### src/rtl/sram_seq_pkg.sv
package sram_seq_pkg;

   typedef enum logic [2:0] {
      ST_IDLE,
      ST_RD,
      ST_RD_TURN,
      ST_WR_PULSE,
      ST_WR_REC
   } seq_state_t;

   // nanosecond minima (or maxima for access/release) of one speed grade
   typedef struct packed {
      int unsigned rd_cycle;
      int unsigned addr_acc;
      int unsigned oe_acc;
      int unsigned wr_cycle;
      int unsigned wr_pulse;
      int unsigned addr_to_end;
      int unsigned data_setup;
      int unsigned bus_release;
   } grade_ns_t;

   function automatic grade_ns_t grade_table(input int unsigned grade);
      grade_ns_t g;
      case (grade)
         1:       g = '{70, 70, 35, 70, 55, 60, 30, 25};
         2:       g = '{100, 100, 50, 100, 70, 80, 40, 35};
         default: g = '{55, 55, 30, 55, 45, 50, 25, 20};
      endcase
      return g;
   endfunction

   function automatic int unsigned max3(input int unsigned a, input int unsigned b,
                                        input int unsigned c);
      int unsigned m;
      m = (a > b) ? a : b;
      return (m > c) ? m : c;
   endfunction

   // ceiling division with a floor of one cycle
   function automatic int unsigned ns_to_cyc(input int unsigned ns, input int unsigned per);
      int unsigned c;
      c = (ns + per - 1) / per;
      return (c == 0) ? 1 : c;
   endfunction

endpackage

### src/rtl/sram_phase_timer.sv
module sram_phase_timer #(
   parameter int CNT_W = 4
) (
   input  logic             clk,
   input  logic             rst,
   input  logic             load,
   input  logic [CNT_W-1:0] load_val,
   output logic             expired
);

   logic [CNT_W-1:0] cnt_q;

   always_ff @(posedge clk) begin
      if (rst) begin
         cnt_q <= '0;
      end else if (load) begin
         cnt_q <= load_val;
      end else if (cnt_q != '0) begin
         cnt_q <= cnt_q - 1'b1;
      end
   end

   assign expired = (cnt_q == '0);

endmodule

### src/rtl/sram_io_regs.sv
module sram_io_regs #(
   parameter int ADDR_W = 18,
   parameter int DATA_W = 8
) (
   input  logic              clk,
   input  logic              rst,
   input  logic              accept,
   input  logic [ADDR_W-1:0] req_addr,
   input  logic [DATA_W-1:0] req_wdata,
   input  logic              capture,
   input  logic [DATA_W-1:0] mem_dq_in,
   output logic [ADDR_W-1:0] addr_q,
   output logic [DATA_W-1:0] wdata_q,
   output logic [DATA_W-1:0] rd_data,
   output logic              rd_valid
);

   always_ff @(posedge clk) begin
      if (rst) begin
         addr_q   <= '0;
         wdata_q  <= '0;
         rd_data  <= '0;
         rd_valid <= 1'b0;
      end else begin
         if (accept) begin
            addr_q  <= req_addr;
            wdata_q <= req_wdata;
         end
         if (capture) begin
            rd_data <= mem_dq_in;
         end
         rd_valid <= capture;
      end
   end

endmodule

### src/rtl/sram_seq_ctrl.sv
module sram_seq_ctrl
   import sram_seq_pkg::*;
#(
   parameter int ADDR_W        = 18,
   parameter int DATA_W        = 8,
   parameter int CLK_PERIOD_NS = 10,
   parameter int SPEED_GRADE   = 0
) (
   input  logic              clk,
   input  logic              rst,
   input  logic              req_valid,
   output logic              req_ready,
   input  logic              req_write,
   input  logic [ADDR_W-1:0] req_addr,
   input  logic [DATA_W-1:0] req_wdata,
   output logic [DATA_W-1:0] rd_data,
   output logic              rd_valid,
   output logic [ADDR_W-1:0] mem_addr,
   output logic              mem_ce_n,
   output logic              mem_ce,
   output logic              mem_we_n,
   output logic              mem_oe_n,
   output logic [DATA_W-1:0] mem_dq_out,
   output logic              mem_dq_oe,
   input  logic [DATA_W-1:0] mem_dq_in
);

   localparam grade_ns_t   G       = grade_table(SPEED_GRADE);
   localparam int unsigned PER     = CLK_PERIOD_NS;
   localparam int unsigned RD_CYC  = ns_to_cyc(max3(G.rd_cycle, G.addr_acc, G.oe_acc), PER);
   localparam int unsigned WP_CYC  = ns_to_cyc(max3(G.wr_pulse, G.addr_to_end, G.data_setup), PER);
   localparam int unsigned WC_CYC  = ns_to_cyc(G.wr_cycle, PER);
   localparam int unsigned REC_CYC = (WC_CYC > WP_CYC) ? (WC_CYC - WP_CYC) : 1;
   localparam int unsigned TA_CYC  = ns_to_cyc(G.bus_release, PER);
   localparam int unsigned MAX_CYC = max3(max3(RD_CYC, WP_CYC, REC_CYC), TA_CYC, 1);
   localparam int          CNT_W   = $clog2(MAX_CYC + 1);

   localparam logic [CNT_W-1:0] RD_LD  = CNT_W'(RD_CYC - 1);
   localparam logic [CNT_W-1:0] WP_LD  = CNT_W'(WP_CYC - 1);
   localparam logic [CNT_W-1:0] REC_LD = CNT_W'(REC_CYC - 1);
   localparam logic [CNT_W-1:0] TA_LD  = CNT_W'(TA_CYC - 1);

   initial begin : p_param_chk
      assert (SPEED_GRADE >= 0 && SPEED_GRADE <= 2)
         else $error("SPEED_GRADE must be 0, 1 or 2");
      assert (CLK_PERIOD_NS > 0) else $error("CLK_PERIOD_NS must be positive");
      assert (ADDR_W > 0 && DATA_W > 0) else $error("widths must be positive");
   end

   seq_state_t       state_q, state_d;
   logic             accept;
   logic             tmr_load;
   logic [CNT_W-1:0] tmr_val;
   logic             tmr_expired;
   logic             capture;
   logic             selected;

   assign req_ready = (state_q == ST_IDLE);
   assign accept    = req_valid && req_ready;

   always_ff @(posedge clk) begin
      if (rst) state_q <= ST_IDLE;
      else     state_q <= state_d;
   end

   always_comb begin
      state_d  = state_q;
      tmr_load = 1'b0;
      tmr_val  = '0;
      capture  = 1'b0;
      case (state_q)
         ST_IDLE: begin
            if (accept) begin
               tmr_load = 1'b1;
               if (req_write) begin
                  state_d = ST_WR_PULSE;
                  tmr_val = WP_LD;
               end else begin
                  state_d = ST_RD;
                  tmr_val = RD_LD;
               end
            end
         end
         ST_RD: begin
            if (tmr_expired) begin
               capture  = 1'b1;
               state_d  = ST_RD_TURN;
               tmr_load = 1'b1;
               tmr_val  = TA_LD;
            end
         end
         ST_RD_TURN: begin
            if (tmr_expired) state_d = ST_IDLE;
         end
         ST_WR_PULSE: begin
            if (tmr_expired) begin
               state_d  = ST_WR_REC;
               tmr_load = 1'b1;
               tmr_val  = REC_LD;
            end
         end
         ST_WR_REC: begin
            if (tmr_expired) state_d = ST_IDLE;
         end
         default: state_d = ST_IDLE;
      endcase
   end

   sram_phase_timer #(.CNT_W(CNT_W)) u_timer (
      .clk      (clk),
      .rst      (rst),
      .load     (tmr_load),
      .load_val (tmr_val),
      .expired  (tmr_expired)
   );

   sram_io_regs #(.ADDR_W(ADDR_W), .DATA_W(DATA_W)) u_io (
      .clk       (clk),
      .rst       (rst),
      .accept    (accept),
      .req_addr  (req_addr),
      .req_wdata (req_wdata),
      .capture   (capture),
      .mem_dq_in (mem_dq_in),
      .addr_q    (mem_addr),
      .wdata_q   (mem_dq_out),
      .rd_data   (rd_data),
      .rd_valid  (rd_valid)
   );

   // pin levels decoded from the registered phase
   assign selected  = (state_q == ST_RD) || (state_q == ST_WR_PULSE) || (state_q == ST_WR_REC);
   assign mem_ce_n  = !selected;
   assign mem_ce    = selected;
   assign mem_oe_n  = (state_q != ST_RD);
   assign mem_we_n  = (state_q != ST_WR_PULSE);
   assign mem_dq_oe = (state_q == ST_WR_PULSE) || (state_q == ST_WR_REC);

endmodule

### config.mk
export PLATFORM = sky130hd
export DESIGN_NAME = sram_seq_ctrl
export DESIGN_NICKNAME = d
export VERILOG_FILES = /design/src/rtl/sram_seq_pkg.sv /design/src/rtl/sram_phase_timer.sv /design/src/rtl/sram_io_regs.sv /design/src/rtl/sram_seq_ctrl.sv
export SDC_FILE = /design/constraint.sdc
export NUM_CORES = 1
export LEC_CHECK = 0
export BUFFER_PORTS_ARGS = -buffer_cell sky130_fd_sc_hd__buf_2
export CAP_MARGIN = 20
export CORE_UTILIZATION = 49
export CTS_CLUSTER_SIZE = 14
export DETAILED_ROUTE_END_ITERATION = 6
export HOLD_SLACK_MARGIN = 0.1
export PLACE_DENSITY = 0.83
export SYNTH_ARGS = -nofsm -noshare
export SYNTH_HDL_FRONTEND = slang
export SYNTH_HIERARCHICAL = 1
export SYNTH_SLANG_ARGS = --single-unit
### constraint.sdc
create_clock -name clk -period 3.3 [get_ports clk]
set_input_delay 0.165 -clock clk [delete_from_list [all_inputs] [get_ports clk]]
set_output_delay 0.165 -clock clk [all_outputs]
set_load 0.05 [all_outputs]
==> flow_metrics.env, run 1 <==
export IMPL_io_pin_count=79
export IMPL_track_usage_pct=23.1
export IMPL_cts_root_buffer="clkbuf_4"
export IMPL_p_comb_share_pct=44.0
export IMPL_die_h_um=61.2
export IMPL_seqCellArea_um2=821
export IMPL_fill_cells=253
export IMPL_drv_slew=0
export IMPL_drcViolationCount=0
export IMPL_io_buffers=78
export IMPL_ys_ff_latch=41
export IMPL_start_util_pct=51.4
export IMPL_rsz0062_at_grt="false"
export IMPL_fin_crit_sh_pct=59.8
export IMPL_power_share_sequential_pct=36.6
export IMPL_total_power_mw=1.73
export IMPL_grt_pass1_vias=1481
export IMPL_worstPathRequired_ns=3.54
export IMPL_ant_nets=0
export IMPL_reg2reg_from="u_timer/cnt_q[0]"
export IMPL_worst_r2r_setup_slack_ns=1.33
export IMPL_relSlewSlack_pct=50.3
export IMPL_std_cell_rows=21
export IMPL_drt_iter0_markers=40
export IMPL_layout_drive_gt1_share_pct=33.7
export IMPL_routed_wl_mm=4.29
export IMPL_fin_skew_ns=0.00733
export IMPL_fmax_mhz=507
export IMPL_min_period_ns=1.97
export IMPL_crit_path_end="u_timer/cnt_q[1]"
export IMPL_h_tree_depth=2
export IMPL_gp_congestion=0.799
export IMPL_synth_top_area_share_pct=47.8
export IMPL_r2r_end="u_timer/cnt_q[1]"
export IMPL_p_sw_share_pct=40.5
export IMPL_clkPwrFrac_pct=19.4
export IMPL_clock_latency_ns=0.34
export IMPL_grt_first_pass_wirelength_mm=6.20
export IMPL_multiInputGateArea_um2=778
export IMPL_syn_nets=207
export IMPL_intPower_mw=1.03
export IMPL_synth_cells=167
export IMPL_grt_antenna_before_repair=0
export IMPL_synth_most_common_cell="dfxtp_1"
export IMPL_cp_max_fo=8
export IMPL_cts_sinks=41
export IMPL_cp_start_kind="register"
export IMPL_tightest_slew_ns=0.745
export IMPL_yosys_warnings=6
export IMPL_first_pass_iters=4
export IMPL_worstPathArrival_ns=2.21
export IMPL_synth_edf_count=0
export IMPL_cts_max_path_buffers=2
export IMPL_max_cap_violations=0
export IMPL_synth_top_area_cell="dfxtp_1"
export IMPL_viasPerCell=4.86
export IMPL_crit_type="register to register"
export IMPL_hold_viol=0
export IMPL_gr_total_overflow=0
export IMPL_ys_flop_type="dfxtp_1"
export IMPL_area_growth_pct=46.7
export IMPL_r2r_cells=8
export IMPL_leakagePower_nw=1.20
export IMPL_die_w_um=61.2
export IMPL_grt_max_degree=43
export IMPL_hold_class="input pin to register"
export IMPL_setup_tns_final_ns=0
export IMPL_post_cts_buffers=0
export IMPL_run_status="complete, no violations"
export IMPL_holdWs_ns=0.133
export IMPL_synth_cell_types=33
export IMPL_fp_dieArea_um2=3740
export IMPL_finalSetupViolations=0
export IMPL_avgSynthCellArea_um2=10.3
export IMPL_synth_area_top_cells="dfxtp_1, mux2i_1, nor2_1"
export IMPL_postLayoutCoreUtil_pct=75.4
export IMPL_cts_made_buffers=5
export IMPL_p_per_area_nw_per_um2=688
export IMPL_worstSetupStartpoint="u_timer/cnt_q[0]"
export IMPL_synth_seq_area_share_pct=47.8
export IMPL_dp_hpwl_mm=2.32
export IMPL_cts_tree="done"
export IMPL_p_sw_mw=0.702
export IMPL_placeableCoreArea_um2=3340
export IMPL_vias=1578
export IMPL_syn_area_um2=1720
export IMPL_ys_top_cells_by_count="dfxtp_1, nor2_1, mux2i_1"
export IMPL_synthArstFlopShare_pct=0
export IMPL_path_clk_slew_ns=0.12
export IMPL_vdd_ir_drop_max_uv=364
export IMPL_antenna_cells=0
export IMPL_nets=318
export IMPL_routedWlPerCell_um=13.2
export IMPL_end_kind="register"
## layout make-up
class | instances | share of cell area [%]
flip-flops and latches | 41 | 32.6
clock inverters | 1 | 1.19
well taps | 46 | 2.29
inverters | 5 | 0.746
clock buffers | 7 | 2.19
repair buffers | 115 | 30.0
multi-input cells | 110 | 30.9
## worst max-delay path, stage by stage (launching register included)
cell       delay [ns]
dfxtp_1          0.34
inv_1            0.07
ha_1             0.19
nand2b_1         0.10
inv_1            0.15
nand2_1          0.11
a21oi_1          0.43
nor4b_1          0.11
a2111oi_1        0.36
## worst min path at each step
stage / from / end / slack (ns) / cells past startpoint
after floorplan: rst / state_q[0] / 0.23 / 1
after global placement: mem_dq_in[4] / u_io/rd_data[4] / 0.40 / 3
after detailed placement: mem_dq_in[1] / u_io/rd_data[1] / 0.41 / 3
after CTS: req_valid / state_q[1] / 0.12 / 3
after global routing: req_valid / state_q[1] / 0.13 / 3
final: req_valid / state_q[1] / 0.13 / 3
## layer usage
metal | global-route usage, % | wire length [um] | vias to the layer above
met2 | 42.7 | 2250 | 55
met1 | 23.0 | 1700 | 724
met3 | 6.72 | 199 | 15
met5 | 0 | 0 | -
met4 | 12.7 | 140 | 0
li1 | - | - | 784
## cell families after synthesis
kind of cell,Yosys count,share of synthesized area [%]
DFF,41,47.8
AOI/OAI and AO/OA,12,5.76
and+or+nand+nor,61,18.1
muxes,34,19.8
other,1,0.219
buffers and inverters,16,6.78
adders and majority gates,2,1.46
## flip-flops by register name (all words and copies together), names as in the netlist
| signal | count |
|---|---|
| u_timer/cnt_q | 3 |
| state_q | 3 |
| u_io/rd_valid | 1 |
| u_io/wdata_q | 8 |
| u_io/rd_data | 8 |
| u_io/addr_q | 18 |
## cells in the final DEF, fill, tap and decap left out, types with 2 or more instances in the layout
| master | instances |
|---|---|
| clkbuf_4 | 5 |
| ha_1 | 2 |
| inv_1 | 5 |
| nor2_1 | 35 |
| nor2b_1 | 6 |
| buf_4 | 2 |
| nor4b_1 | 2 |
| a21oi_1 | 3 |
| a2111oi_1 | 2 |
| nand2b_1 | 2 |
| dfxtp_1 | 41 |
| nand2_1 | 3 |
| nor3_1 | 2 |
| and3_1 | 2 |
| nand3b_1 | 2 |
| dlygate4sd3_1 | 35 |
| or3b_4 | 2 |
| mux2i_1 | 34 |
| buf_2 | 78 |
## stage by stage
stage / cells / instance area, um2 / setup slack [ns]
floorplan: 167 / 1720 / 1.48
global placement: 282 / 2080 / 1.41
detailed placement: 282 / 2080 / 1.34
CTS: 325 / 2520 / 1.31
global route: 325 / 2520 / 1.05
finish: 325 / 2520 / 1.33
## power groups by stage
| stage | combinational [mW] | sequential, mW | clock, mW |
|---|---|---|---|
| 2_1_floorplan | 0.441 | 0.815 | 0 |
| 3_3_place_gp | 0.717 | 0.636 | 0 |
| 3_5_place_dp | 0.725 | 0.640 | 0 |
| 4_1_cts | 0.758 | 0.630 | 0.343 |
| 5_1_grt | 0.818 | 0.648 | 0.367 |
| 6_report | 0.763 | 0.633 | 0.336 |
## repair_timing
action	CTS	global route
endpoints found under the hold margin	35	0
hold buffers	35	0
setup endpoints to repair	0	0
gates resized for setup	0	0
(Power assumes the default switching activity.)
==> inputs of run 2 (changes only) <==
--- a/config.mk
+++ b/config.mk
@@ -7,11 +7,11 @@
 export LEC_CHECK = 0
 export BUFFER_PORTS_ARGS = -buffer_cell sky130_fd_sc_hd__buf_2
 export CAP_MARGIN = 20
-export CORE_UTILIZATION = 49
+export CORE_UTILIZATION = 46
 export CTS_CLUSTER_SIZE = 14
 export DETAILED_ROUTE_END_ITERATION = 6
 export HOLD_SLACK_MARGIN = 0.1
-export PLACE_DENSITY = 0.83
+export PLACE_DENSITY = 0.79
 export SYNTH_ARGS = -nofsm -noshare
 export SYNTH_HDL_FRONTEND = slang
 export SYNTH_HIERARCHICAL = 1
==> constraint.sdc (replaced) <==
create_clock -name clk -period 1.97 [get_ports clk]
set_input_delay 0.0985 -clock clk [delete_from_list [all_inputs] [get_ports clk]]
set_output_delay 0.0985 -clock clk [all_outputs]
set_load 0.05 [all_outputs]
==> run 2 against run 1 <==
  * Design area rose by 1.5%
  * Clock power up 69%
  * Fmax is 11% higher
  * Critical path depth up 1
  * Global-route usage increased by 0.81 points
  * Utilization fell by 1.2 points
  * Register-to-register slack got worse by 1.1 ns
  * Hold slack got worse by 0.015 ns
  * Via count increased by 1.4%
  * Die area increased by 6.3%
  * Worst setup slack got worse by 1.1 ns
  * Largest cell class unchanged
==> flow_metrics.env, run 2 (synthesis gave the netlist of run 1 again) <==
export IMPL_run_status="complete, no violations"
export IMPL_placeableCoreArea_um2=3440
export IMPL_vdd_ir_drop_max_uv=590
export IMPL_min_delay_start="req_valid"
export IMPL_whs_endpoint="state_q[1]"
export IMPL_crit_type="register to register"
export IMPL_layout_drive_gt1_share_pct=34.9
export IMPL_worstPathRequired_ns=2.14
export IMPL_cts_made_buffers=5
export IMPL_reg2reg_from="u_timer/cnt_q[0]"
export IMPL_use_met2_pct=43.4
export IMPL_area_growth_pct=48.9
export IMPL_routed_wl_mm=4.61
export IMPL_grt_pass1_vias=1587
export IMPL_r2r_cells=9
export IMPL_post_dp_cell_area_um2=2110
export IMPL_top_usage_layer="met2"
export IMPL_clkPwrFrac_pct=19.2
export IMPL_io_buffers=78
export IMPL_p_comb_share_pct=45.3
export IMPL_drt_iter0_markers=108
export IMPL_cp_start_kind="register"
export IMPL_relSlewSlack_pct=48.3
export IMPL_r2r_end="u_timer/cnt_q[0]"
export IMPL_gp_congestion=0.832
export IMPL_met1_usage_pct=26.0
export IMPL_p_sw_share_pct=41.3
export IMPL_clock_latency_ns=0.29
export IMPL_rsz0062_at_grt="false"
export IMPL_worstPathArrival_ns=1.95
export IMPL_leakagePower_nw=1.22
export IMPL_drcViolationCount=0
export IMPL_cts_sinks=41
export IMPL_finalSetupViolations=0
export IMPL_cp_max_fo=8
export IMPL_intPower_mw=1.74
export IMPL_power_share_sequential_pct=35.5
export IMPL_max_cap_violations=0
export IMPL_viasPerCell=4.89
export IMPL_post_cts_buffers=0
export IMPL_largest_reg_flops=18
export IMPL_grt_max_degree=43
export IMPL_start_util_pct=49.8
export IMPL_regMostFlops="u_io/addr_q"
export IMPL_gr_total_overflow=0
export IMPL_dp_hpwl_mm=2.32
export IMPL_grt_first_pass_wirelength_mm=7.37
export IMPL_grt_met3_usage_pct=7.07
export IMPL_nets=320
export IMPL_io_pin_count=79
export IMPL_cts_root_buffer="clkbuf_8"
export IMPL_ant_nets=0
export IMPL_h_tree_depth=2
export IMPL_std_cell_rows=21
export IMPL_die_w_um=63.1
export IMPL_end_kind="register"
export IMPL_die_h_um=63.1
export IMPL_top_regs="u_io/addr_q x18, u_io/rd_data x8, u_io/wdata_q x8"
export IMPL_drv_slew=0
export IMPL_p_per_area_nw_per_um2=1160
export IMPL_cts_tree="done"
export IMPL_p_sw_mw=1.22
export IMPL_min_period_ns=1.78
export IMPL_grt_antenna_before_repair=0
export IMPL_fin_crit_sh_pct=90.4
export IMPL_fp_dieArea_um2=3980
export IMPL_hold_viol=0
export IMPL_fmax_mhz=562
export IMPL_path_clk_slew_ns=0.08
export IMPL_hold_class="input pin to register"
export IMPL_tightest_slew_ns=0.775
export IMPL_antenna_cells=0
export IMPL_final_area_um2=2550
export IMPL_track_usage_pct=23.9
export IMPL_first_pass_iters=4
export IMPL_vias=1600
export IMPL_most_common_layout_cells="buf_2, dfxtp_1, nor2_1, dlygate4sd3_1, mux2i_1"
export IMPL_cts_max_path_buffers=2
export IMPL_fin_skew_ns=0.00173
export IMPL_min_path_cells=3
export IMPL_routedWlPerCell_um=14.1
export IMPL_final_common_cell="buf_2"
export IMPL_worst_r2r_setup_slack_ns=0.19
export IMPL_setup_tns_final_ns=0
-- run 2: cell count changes in the layout (fill, tap and decap cells not counted), sizes merged --
cell,change
buf,+2
bufinv,-1
clkinv,+2
clkbuf,-1
-- run 2: layout make-up --
class                           instances  area, um2
Sequential cell                        41        821
Timing Repair Buffer                  117        783
Clock inverter                          2       13.8
Clock buffer                            6       82.6
Tap cell                               46       57.6
Fill cell                             263        887
Inverter                                5       18.8
Multi-Input combinational cell        110        778
-- run 2: how the worst max path moves through the flow --
stage / slack, ns / to / from / cells past startpoint
floorplan: 0.22 / mem_ce / state_q[0] / 3
global placement: 0.27 / u_timer/cnt_q[1] / u_timer/cnt_q[0] / 9
detailed placement: 0.18 / u_timer/cnt_q[0] / u_timer/cnt_q[0] / 9
CTS: 0.15 / u_timer/cnt_q[0] / u_timer/cnt_q[0] / 9
global route: 0.05 / u_timer/cnt_q[0] / u_timer/cnt_q[0] / 9
finish: 0.19 / u_timer/cnt_q[0] / u_timer/cnt_q[0] / 9
-- run 2: worst max-delay path: stages (launching register included) --
cell       delay, ns
dfxtp_1         0.35
inv_1           0.07
ha_1            0.23
nand2b_1        0.13
inv_2           0.08
nand2_1         0.11
a21oi_1         0.07
buf_4           0.17
nor2b_1         0.12
a2111oi_1       0.33
-- run 2: routing by layer --
| layer | share of wire (%) | vias to the layer above |
|---|---|---|
| met5 | 0 | - |
| met4 | 1.4 | 0 |
| met3 | 6.1 | 7 |
| met2 | 50 | 65 |
| met1 | 42 | 740 |
| li1 | - | 788 |
-- run 2: power groups by stage --
| stage | Clock [mW] | Sequential, mW | Combinational, mW |
|---|---|---|---|
| global route | 0.620 | 1.07 | 1.43 |
| global placement | 0 | 1.06 | 1.25 |
| detailed placement | 0 | 1.06 | 1.26 |
| CTS | 0.584 | 1.04 | 1.32 |
| floorplan | 0 | 1.37 | 0.739 |
| finish | 0.569 | 1.05 | 1.34 |
-- run 2: through the flow --
step / instances / hold WS, ns / setup WS (ns) / util [%] / power (mW)
floorplan: 167 / 0.163 / 0.218 / - / 2.10
global placement: 284 / 0.328 / 0.275 / 61.3 / 2.30
CTS: 327 / 0.109 / 0.150 / 74.2 / 2.95
global route: 327 / 0.129 / 0.0465 / 74.2 / 3.12
finish: 327 / 0.118 / 0.189 / 74.2 / 2.96
detailed placement: 284 / 0.340 / 0.182 / 61.3 / 2.32
-- run 2: timing repair --
action | in CTS | in global routing
endpoints found under the hold margin | 35 | 0
resized for setup | 0 | 1
setup endpoints to repair | 0 | 1
hold buffers | 35 | 0
==> inputs of run 3 (changes only) <==
--- a/config.mk
+++ b/config.mk
@@ -11,7 +11,7 @@
 export CTS_CLUSTER_SIZE = 14
 export DETAILED_ROUTE_END_ITERATION = 6
 export HOLD_SLACK_MARGIN = 0.1
-export PLACE_DENSITY = 0.79
+export PLACE_DENSITY = 0.85
 export SYNTH_ARGS = -nofsm -noshare
 export SYNTH_HDL_FRONTEND = slang
 export SYNTH_HIERARCHICAL = 1
==> run 3 against run 2 <==
  * Register-to-register slack worse by 0.06 ns
  * Die area did not move
  * Global-route usage is 1.3 points lower
  * Critical endpoint unchanged
==> flow_metrics.env, run 3 (synthesis gave the netlist of run 1 again) <==
export IMPL_run_status="complete, no violations"
export IMPL_leakagePower_nw=1.23
export IMPL_die_w_um=63.1
export IMPL_cts_made_buffers=5
export IMPL_cts_tree="done"
export IMPL_path_clk_slew_ns=0.08
export IMPL_holdWs_ns=0.108
export IMPL_grt_pass1_vias=1585
export IMPL_io_buffers=78
export IMPL_drt_iter0_markers=103
export IMPL_gp_congestion=0.798
export IMPL_die_h_um=63.1
export IMPL_place_ws_ns=0.0932
export IMPL_worstPathRequired_ns=2.14
export IMPL_grt_met3_usage_pct=5.98
export IMPL_most_common_layout_cells="buf_2, dfxtp_1, nor2_1, dlygate4sd3_1, mux2i_1"
export IMPL_first_pass_iters=5
export IMPL_antenna_cells=0
export IMPL_clock_latency_ns=0.28
export IMPL_fin_crit_sh_pct=93.3
export IMPL_cp_start_kind="register"
export IMPL_top_regs="u_io/addr_q x18, u_io/rd_data x8, u_io/wdata_q x8"
export IMPL_nets=322
export IMPL_std_cell_rows=21
export IMPL_largest_reg_flops=18
export IMPL_vias=1602
export IMPL_dp_hpwl_mm=2.35
export IMPL_grt_antenna_before_repair=0
export IMPL_ant_nets=0
export IMPL_fp_dieArea_um2=3980
export IMPL_layout_drive_gt1_share_pct=35.7
export IMPL_cts_sinks=41
export IMPL_gr_total_overflow=0
export IMPL_min_period_ns=1.84
export IMPL_worstPathArrival_ns=2.00
export IMPL_final_common_cell="buf_2"
export IMPL_postLayoutCoreUtil_pct=74.6
export IMPL_track_usage_pct=22.6
export IMPL_crit_type="register to register"
export IMPL_max_cap_violations=0
export IMPL_hold_class="input pin to register"
export IMPL_grt_max_degree=43
export IMPL_end_kind="register"
export IMPL_fin_skew_ns=0.00397
export IMPL_io_pin_count=79
export IMPL_relSlewSlack_pct=48.8
export IMPL_cts_root_buffer="clkbuf_8"
export IMPL_tightest_slew_ns=0.768
export IMPL_worst_r2r_setup_slack_ns=0.13
export IMPL_met1_usage_pct=23.3
export IMPL_finalSetupViolations=0
export IMPL_use_met2_pct=43.0
export IMPL_fmax_mhz=544
export IMPL_top_usage_layer="met2"
export IMPL_grt_first_pass_wirelength_mm=6.89
export IMPL_start_util_pct=49.8
export IMPL_cts_max_path_buffers=2
export IMPL_p_per_area_nw_per_um2=1160
export IMPL_area_growth_pct=49.7
export IMPL_cp_max_fo=6
export IMPL_routedWlPerCell_um=13.4
export IMPL_fill_cells=263
export IMPL_drcViolationCount=0
export IMPL_drv_slew=0
export IMPL_hold_viol=0
export IMPL_routed_wl_mm=4.41
export IMPL_setup_slack_ns=0.132
export IMPL_regMostFlops="u_io/addr_q"
export IMPL_placeableCoreArea_um2=3440
export IMPL_h_tree_depth=2
export IMPL_viasPerCell=4.87
export IMPL_vdd_ir_drop_max_uv=649
## run 3: changes by cell type in the layout (fill, tap and decap cells not counted), sizes merged
cell and delta:
buf +2, clkbuf -1, clkinvlp +1
## run 3: area by class of cell
class | count | area [um2] | area share, %
clock buffer | 5 | 68.8 | 2.68
clock inverter | 3 | 17.5 | 0.682
inverter | 5 | 18.8 | 0.731
multi-input combinational | 110 | 787 | 30.6
sequential | 41 | 821 | 32.0
tap | 46 | 57.6 | 2.24
timing repair buffer | 119 | 798 | 31.1
## run 3: power breakdown
group          total (mW)  leakage (nW)  internal, mW  switching [mW]
Clock               0.519        0.0439         0.244           0.275
Sequential           1.04         0.336         0.964          0.0750
Combinational        1.42         0.848         0.526           0.889
Total                2.97          1.23          1.73            1.24
## run 3: through the flow
| step | total power [mW] | area (um2) | instances | setup TNS (ns) |
|---|---|---|---|---|
| after floorplan | 2.10 | 1720 | 167 | 0 |
| after global placement | 2.31 | 2120 | 285 | 0 |
| after detailed placement | 2.35 | 2120 | 285 | 0 |
| after CTS | 2.92 | 2550 | 328 | 0 |
| after global routing | 3.14 | 2570 | 329 | -0.0128 |
| final | 2.97 | 2570 | 329 | 0 |
## run 3: routing by layer
layer / vias up / routed length, um
li1: 790 / -
met1: 738 / 1780
met2: 70 / 2320
met3: 4 / 277
met4: 0 / 35
met5: - / 0
## run 3: critical path: stages (launching register included)
cell       delay (ns)
dfxtp_1          0.36
inv_1            0.07
ha_1             0.22
nand2b_1         0.11
inv_1            0.10
nand2_1          0.14
a21oi_2          0.11
buf_4            0.17
nor2b_1          0.12
a2111oi_1        0.33
## run 3: final timing paths
check	start	endpoint	cells after the start
min reg2reg	u_io/rd_data[0]	u_io/rd_data[0]	2
max reg2reg	u_timer/cnt_q[0]	u_timer/cnt_q[0]	9
min	req_valid	state_q[1]	3
max	u_timer/cnt_q[0]	u_timer/cnt_q[0]	9
## run 3: repair_timing
item,CTS,global route
setup buffers,0,1
resized for setup,0,2
hold buffers,35,0
hold endpoints to repair,35,0
setup endpoints to repair,0,3
